$ cat src/rtl/lps_pkg.sv
package lps_pkg;

  localparam int STATE_W = 3;

  typedef enum logic [STATE_W-1:0] {
    PS_RESET   = 3'd0,
    PS_READY   = 3'd1,
    PS_ACTIVE  = 3'd2,
    PS_IDLE    = 3'd3,
    PS_SLEEP   = 3'd4,
    PS_SUSPEND = 3'd5
  } pwrState_t;

  // strobes from the control FSM to the datapath
  typedef struct packed {
    logic               tmrClr;   // restart the idle counter
    logic               evtFire;  // a state change happens at this edge
    logic [STATE_W-1:0] evtCode;  // state being entered
    logic               dropWr;   // host write arrived during reset
  } lpsStrobe_t;

endpackage

$ cat src/rtl/lps_datapath.sv
module lps_datapath
  import lps_pkg::*;
#(
  parameter int TIMER_W = 16
) (
  input  logic               clk,
  input  logic               rstN,
  input  lpsStrobe_t         strb,
  input  logic               linkActive,
  input  logic [TIMER_W-1:0] limFast,
  input  logic [TIMER_W-1:0] limSlow,
  output logic               expFast,
  output logic               expSlow,
  output logic               evtValid,
  output logic [STATE_W-1:0] evtState,
  output logic               wrDropped
);

  localparam logic [TIMER_W-1:0] CNT_ONE = TIMER_W'(1);
  localparam logic [TIMER_W-1:0] CNT_MAX = '1;

  logic [TIMER_W-1:0] idleCnt;

  // idle cycles already seen in the current state; saturates
  always_ff @(posedge clk or negedge rstN) begin
    if (!rstN) begin
      idleCnt <= '0;
    end else if (strb.tmrClr) begin
      idleCnt <= '0;
    end else if (idleCnt != CNT_MAX) begin
      idleCnt <= idleCnt + CNT_ONE;
    end
  end

  // this cycle is the limit-th idle one (or later, if the limit was lowered)
  always_comb begin
    expFast = (limFast != '0) && !linkActive && (idleCnt >= (limFast - CNT_ONE));
    expSlow = (limSlow != '0) && !linkActive && (idleCnt >= (limSlow - CNT_ONE));
  end

  always_ff @(posedge clk or negedge rstN) begin
    if (!rstN) begin
      evtValid  <= 1'b0;
      evtState  <= '0;
      wrDropped <= 1'b0;
    end else begin
      evtValid  <= strb.evtFire;
      wrDropped <= strb.dropWr;
      if (strb.evtFire) begin
        evtState <= strb.evtCode;
      end
    end
  end

endmodule

$ cat src/rtl/lps_ctrl.sv
module lps_ctrl
  import lps_pkg::*;
(
  input  logic               clk,
  input  logic               rstN,
  input  logic               reqValid,
  input  logic [STATE_W-1:0] reqState,
  input  logic               linkActive,
  input  logic               devReady,
  input  logic               expFast,
  input  logic               expSlow,
  output pwrState_t          curState,
  output lpsStrobe_t         strb
);

  pwrState_t nxtState;
  logic      suspReq;
  logic      wakeReq;
  logic      tmrRun;
  logic      changing;

  always_comb begin
    suspReq = reqValid && (reqState == PS_SUSPEND);
    wakeReq = reqValid && (reqState == PS_ACTIVE);
  end

  always_comb begin
    nxtState = curState;
    unique case (curState)
      PS_RESET:   if (devReady) nxtState = PS_READY;
      PS_READY:   if (wakeReq)  nxtState = PS_ACTIVE;
      PS_ACTIVE: begin
        if (suspReq)      nxtState = PS_SUSPEND;
        else if (expFast) nxtState = PS_IDLE;
      end
      PS_IDLE: begin
        if (suspReq)         nxtState = PS_SUSPEND;
        else if (linkActive) nxtState = PS_ACTIVE;
        else if (expSlow)    nxtState = PS_SLEEP;
      end
      PS_SLEEP: begin
        if (suspReq)         nxtState = PS_SUSPEND;
        else if (linkActive) nxtState = PS_ACTIVE;
      end
      PS_SUSPEND: if (wakeReq) nxtState = PS_ACTIVE;
      default:    nxtState = PS_RESET;
    endcase
  end

  always_ff @(posedge clk or negedge rstN) begin
    if (!rstN) begin
      curState <= PS_RESET;
    end else begin
      curState <= nxtState;
    end
  end

  always_comb begin
    tmrRun       = (curState == PS_ACTIVE) || (curState == PS_IDLE);
    changing     = (nxtState != curState);
    strb.tmrClr  = changing || linkActive || !tmrRun;
    strb.evtFire = changing;
    strb.evtCode = nxtState;
    strb.dropWr  = (curState == PS_RESET) && reqValid;
  end

endmodule

$ cat src/rtl/link_pwr_ctrl.sv
module link_pwr_ctrl
  import lps_pkg::*;
#(
  parameter int TIMER_W = 16
) (
  input  logic               clk,
  input  logic               rstN,
  input  logic               reqValid,
  input  logic [2:0]         reqState,
  input  logic               linkActive,
  input  logic               devReady,
  input  logic [TIMER_W-1:0] idleLimitFast,
  input  logic [TIMER_W-1:0] idleLimitSlow,
  output logic [2:0]         stateCode,
  output logic               regAccessOk,
  output logic               chanRunOk,
  output logic               evtValid,
  output logic [2:0]         evtState,
  output logic               wrDropped
);

  pwrState_t  curState;
  lpsStrobe_t strb;
  logic       expFast;
  logic       expSlow;

  lps_ctrl u_ctrl (
    .clk        (clk),
    .rstN       (rstN),
    .reqValid   (reqValid),
    .reqState   (reqState),
    .linkActive (linkActive),
    .devReady   (devReady),
    .expFast    (expFast),
    .expSlow    (expSlow),
    .curState   (curState),
    .strb       (strb)
  );

  lps_datapath #(.TIMER_W(TIMER_W)) u_dp (
    .clk        (clk),
    .rstN       (rstN),
    .strb       (strb),
    .linkActive (linkActive),
    .limFast    (idleLimitFast),
    .limSlow    (idleLimitSlow),
    .expFast    (expFast),
    .expSlow    (expSlow),
    .evtValid   (evtValid),
    .evtState   (evtState),
    .wrDropped  (wrDropped)
  );

  assign stateCode   = curState;
  assign regAccessOk = (curState != PS_RESET);
  assign chanRunOk   = (curState == PS_ACTIVE);

endmodule

$ cat config.mk
export PLATFORM = sky130hd
export DESIGN_NAME = link_pwr_ctrl
export DESIGN_NICKNAME = d
export VERILOG_FILES = /design/src/rtl/lps_pkg.sv /design/src/rtl/lps_datapath.sv /design/src/rtl/lps_ctrl.sv /design/src/rtl/link_pwr_ctrl.sv
export SDC_FILE = /design/constraint.sdc
export NUM_CORES = 1
export LEC_CHECK = 0
export ABC_AREA = 1
export BUFFER_PORTS_ARGS = -buffer_cell sky130_fd_sc_hd__buf_2
export CORE_MARGIN = 2
export CORE_UTILIZATION = 58
export DETAILED_ROUTE_END_ITERATION = 7
export PLACE_DENSITY = 0.82
export SLEW_MARGIN = 20
export SYNTH_ARGS = -nofsm -noshare
export SYNTH_HDL_FRONTEND = slang
export SYNTH_SLANG_ARGS = --single-unit
$ cat constraint.sdc
create_clock -name clk -period 2.5 [get_ports clk]
set_clock_uncertainty 0.15 [all_clocks]
set_input_delay 0.375 -clock clk [delete_from_list [all_inputs] [get_ports clk]]
set_output_delay 0.375 -clock clk [all_outputs]
set_load 0.05 [all_outputs]
==> flow_summary.yaml <==
outcome:
  status: "complete, but fails checks"
  violations: "negative setup slack"
pwr:
  cellPowerDensity_nw_per_um2: 474
  p_int_uw: 1010
  vdd_drop_max_mv: 0.627
  p_clk_share_pct: 14.3
  pwr-share-seq_pct: 24.9
  power_leakage_uw: 0.00211
  p_sw_uw: 1000
  p_sw_share_pct: 49.8
  comb_power_share_pct: 60.7
finish:
  diodes: 0
  area_delta_synth_final_pct: 47.8
  drive_gt1_share_pct: 44.3
  fin_nets: 582
  instances_no_fill: 573
  final_common_cell: "nand2_1"
  layout_common_cells: "nand2_1, buf_4, inv_1"
clocking:
  cts_tree: "built"
  clk_latency_ps: 280
  cts.sinks: 24
  htree_levels: 1
  cts_buffer_depth: 2
  cts_inserted_buffers: 3
  cts_root_buf: "clkbuf_8"
  clk_pin_slew_ps: 100
timing:
  layout_setup_ws_ps: -842
  max_freq_mhz: 299
  worst_pin_slew_ps: 565
  period_share_pct: 134
  setup_violations: 23
  fin_worst_hold_slack_ps: 192
  finalHoldViolCount: 0
  slew_headroom_pct: 62.3
  drv_slew: 0
  rsz0062_at_grt: "yes"
  period_minus_slack_ps: 3340
hold_path:
  hp-start: "reqValid"
  min_path_type: "in -> reg"
grt:
  grt-ovfl-total: 0
  antenna_found_initial: 0
  grt_first_pass_wirelength_um: 12300
  gr-usage-all-layers_pct: 28.5
  grt_pass1_vias: 2969
  grt_start_max_net_pins: 25
place:
  port_buffers: 49
  gp_congestion: 0.862
  place_inst: 545
  dpl.hpwl_um: 5450
route:
  vias_per_cell: 5.57
  drc: 0
  first_iter_violations: 172
  num_vias: 3192
  drtPass1Iterations: 4
  wl_per_cell_um: 16.9
  wirelength_um: 9710
  ant_nets: 0
synth:
  netlist_instances: 382
  synth_top_family_by_area: "simple AND/OR/NAND/NOR gates"
  synth.distinct_cells: 39
  synthTopCellsByArea: "dfrtp_1, ha_1, nand2_1"
  synthMuxAreaShare_pct: 0
  synth_area_um2: 2870
  async_reset_ff_share_pct: 100
  synthFlopType: "dfrtp_1"
  synthAdderAreaFrac_pct: 15.2
  synth_top_area_cell: "dfrtp_1"
  synth_seq_cells: 24
  avgSynthCellArea_um2: 7.52
  seq_area_frac_synth_pct: 20.9
  synth_top_area_share_pct: 20.9
  synth_simple_gate_area_share_pct: 37.4
  synth_edf_count: 0
  synth-compound-area-share_pct: 6.49
  synth-xor-area-share_pct: 11.8
  ys_warn_count: 0
  synthesis.nets: 457
critical_path:
  cp_max_fo: 7
  start_kind: "input port"
  startpoint: "idleLimitFast[0]"
  cp.required_ps: 2570
  rr_startpoint: "u_dp.idleCnt[7]"
  endpoint_kind: "register"
  criticalPathCategory: "in -> reg"
  critPathArrivalTime_ps: 3410
floorplan:
  placeableCoreArea_um2: 4750
  rows: 25
  die_h_um: 74.4
  ioPinCount: 50
  die_area_um2: 5530
  start_util_pct: 60.4
  die_x_um: 74.4
run:
  maxCapViolations: 0
==> per-layer routing <==
metal | GRT usage [%] | vias to the layer above | part of all wire, %
met5 | 0 | - | 0
li1 | - | 1490 | -
met4 | 7.94 | 0 | 3.4
met2 | 57.3 | 138 | 53
met3 | 1.90 | 31 | 4.8
met1 | 31.8 | 1533 | 39
==> state kept, by name, indices dropped and copies added (netlist names) <==
signal and cells:
u_dp.evtValid 1, u_ctrl.curState 3, u_dp.idleCnt 16, u_dp.wrDropped 1, u_dp.evtState 3
==> power by group through the flow <==
stage / sequential, µW / clock, µW / combinational (µW)
after global placement: 498 / 0 / 1010
after global routing: 505 / 289 / 1290
after detailed placement: 499 / 0 / 1040
after floorplan: 661 / 0 / 543
after CTS: 492 / 276 / 1080
final: 502 / 288 / 1220
==> synth_stat cells (2+ instances only) <==
library cell / count
nand2_1: 80
inv_1: 48
nor2_1: 37
ha_1: 35
dfrtp_1: 24
xor2_1: 24
nand3_1: 21
a21oi_1: 16
xnor2_1: 13
nor2_4: 12
nand4_1: 10
nor3_1: 9
o21ai_0: 7
inv_2: 6
nand2_2: 4
nand3_4: 3
nor2_2: 3
nor3_2: 3
or2_2: 3
nand2_4: 2
nand3_2: 2
nor3_4: 2
nor3b_1: 2
==> layout make-up <==
| cell class | instances | area [µm²] |
|---|---|---|
| inverters | 54 | 228 |
| flip-flops and latches | 24 | 601 |
| well taps | 67 | 83.8 |
| clock buffers | 4 | 55.1 |
| multi-input cells | 302 | 2370 |
| fillers | 234 | 505 |
| repair buffers | 122 | 908 |
==> kinds of logic (layout without fill, tap and decap cells) <==
logic type,count (synthesis),count (layout)
AOI/OAI and AO/OA,32,32
adders and majority gates,35,35
and+or+nand+nor,197,197
xor gates and xnor gates,38,38
buffers and inverters,56,180
DFF,24,24
==> repair_timing <==
action                                  CTS  global route
hold endpoints to repair                 24             0
endpoints found under the setup margin   23            23
hold buffers                              1             0
pin swaps                                 1            27
setup buffers                            16            10
gates resized for setup                  34            41
==> final timing paths <==
kind	endpoint	slack, ps	cells past startpoint
setup / recovery	u_dp.idleCnt[6]	-840	24
hold / removal	u_dp.wrDropped	190	3
hold reg to reg	u_dp.evtState[1]	380	2
max in group asynchronous	u_dp.idleCnt[6]	1360	2
setup reg to reg	u_dp.idleCnt[6]	-70	15
min in group asynchronous	u_ctrl.curState[0]	460	2
==> critical path, cell delays in order <==
cell	delay, ps
buf_12	110
inv_16	50
ha_4	120
inv_2	40
nor3_4	150
nand2_2	110
nor3_4	160
nand2_2	110
nor3_4	170
nor3b_2	210
xor2_1	200
inv_1	90
ha_4	280
nand4_1	130
nor3_2	160
nand2_1	110
nand2_2	90
nand3_4	100
nand3_4	110
nand2_4	60
nand2_4	80
nand3_4	110
buf_12	190
nor2_2	80
==> through the flow <==
step                      utilization, %  area, µm²  total power, µW  TNS [ps]  setup WS, ps
after floorplan                        -       2980             1200    -13250          -736
after global placement              77.1       3670             1510    -18510          -888
after detailed placement            77.1       3670             1540    -22030         -1050
after CTS                           84.1       4000             1840    -11960          -599
after global routing                89.4       4250             2090    -19840          -961
final                               89.4       4250             2010    -17250          -842
Note: power is estimated with default switching activity, not from simulation.
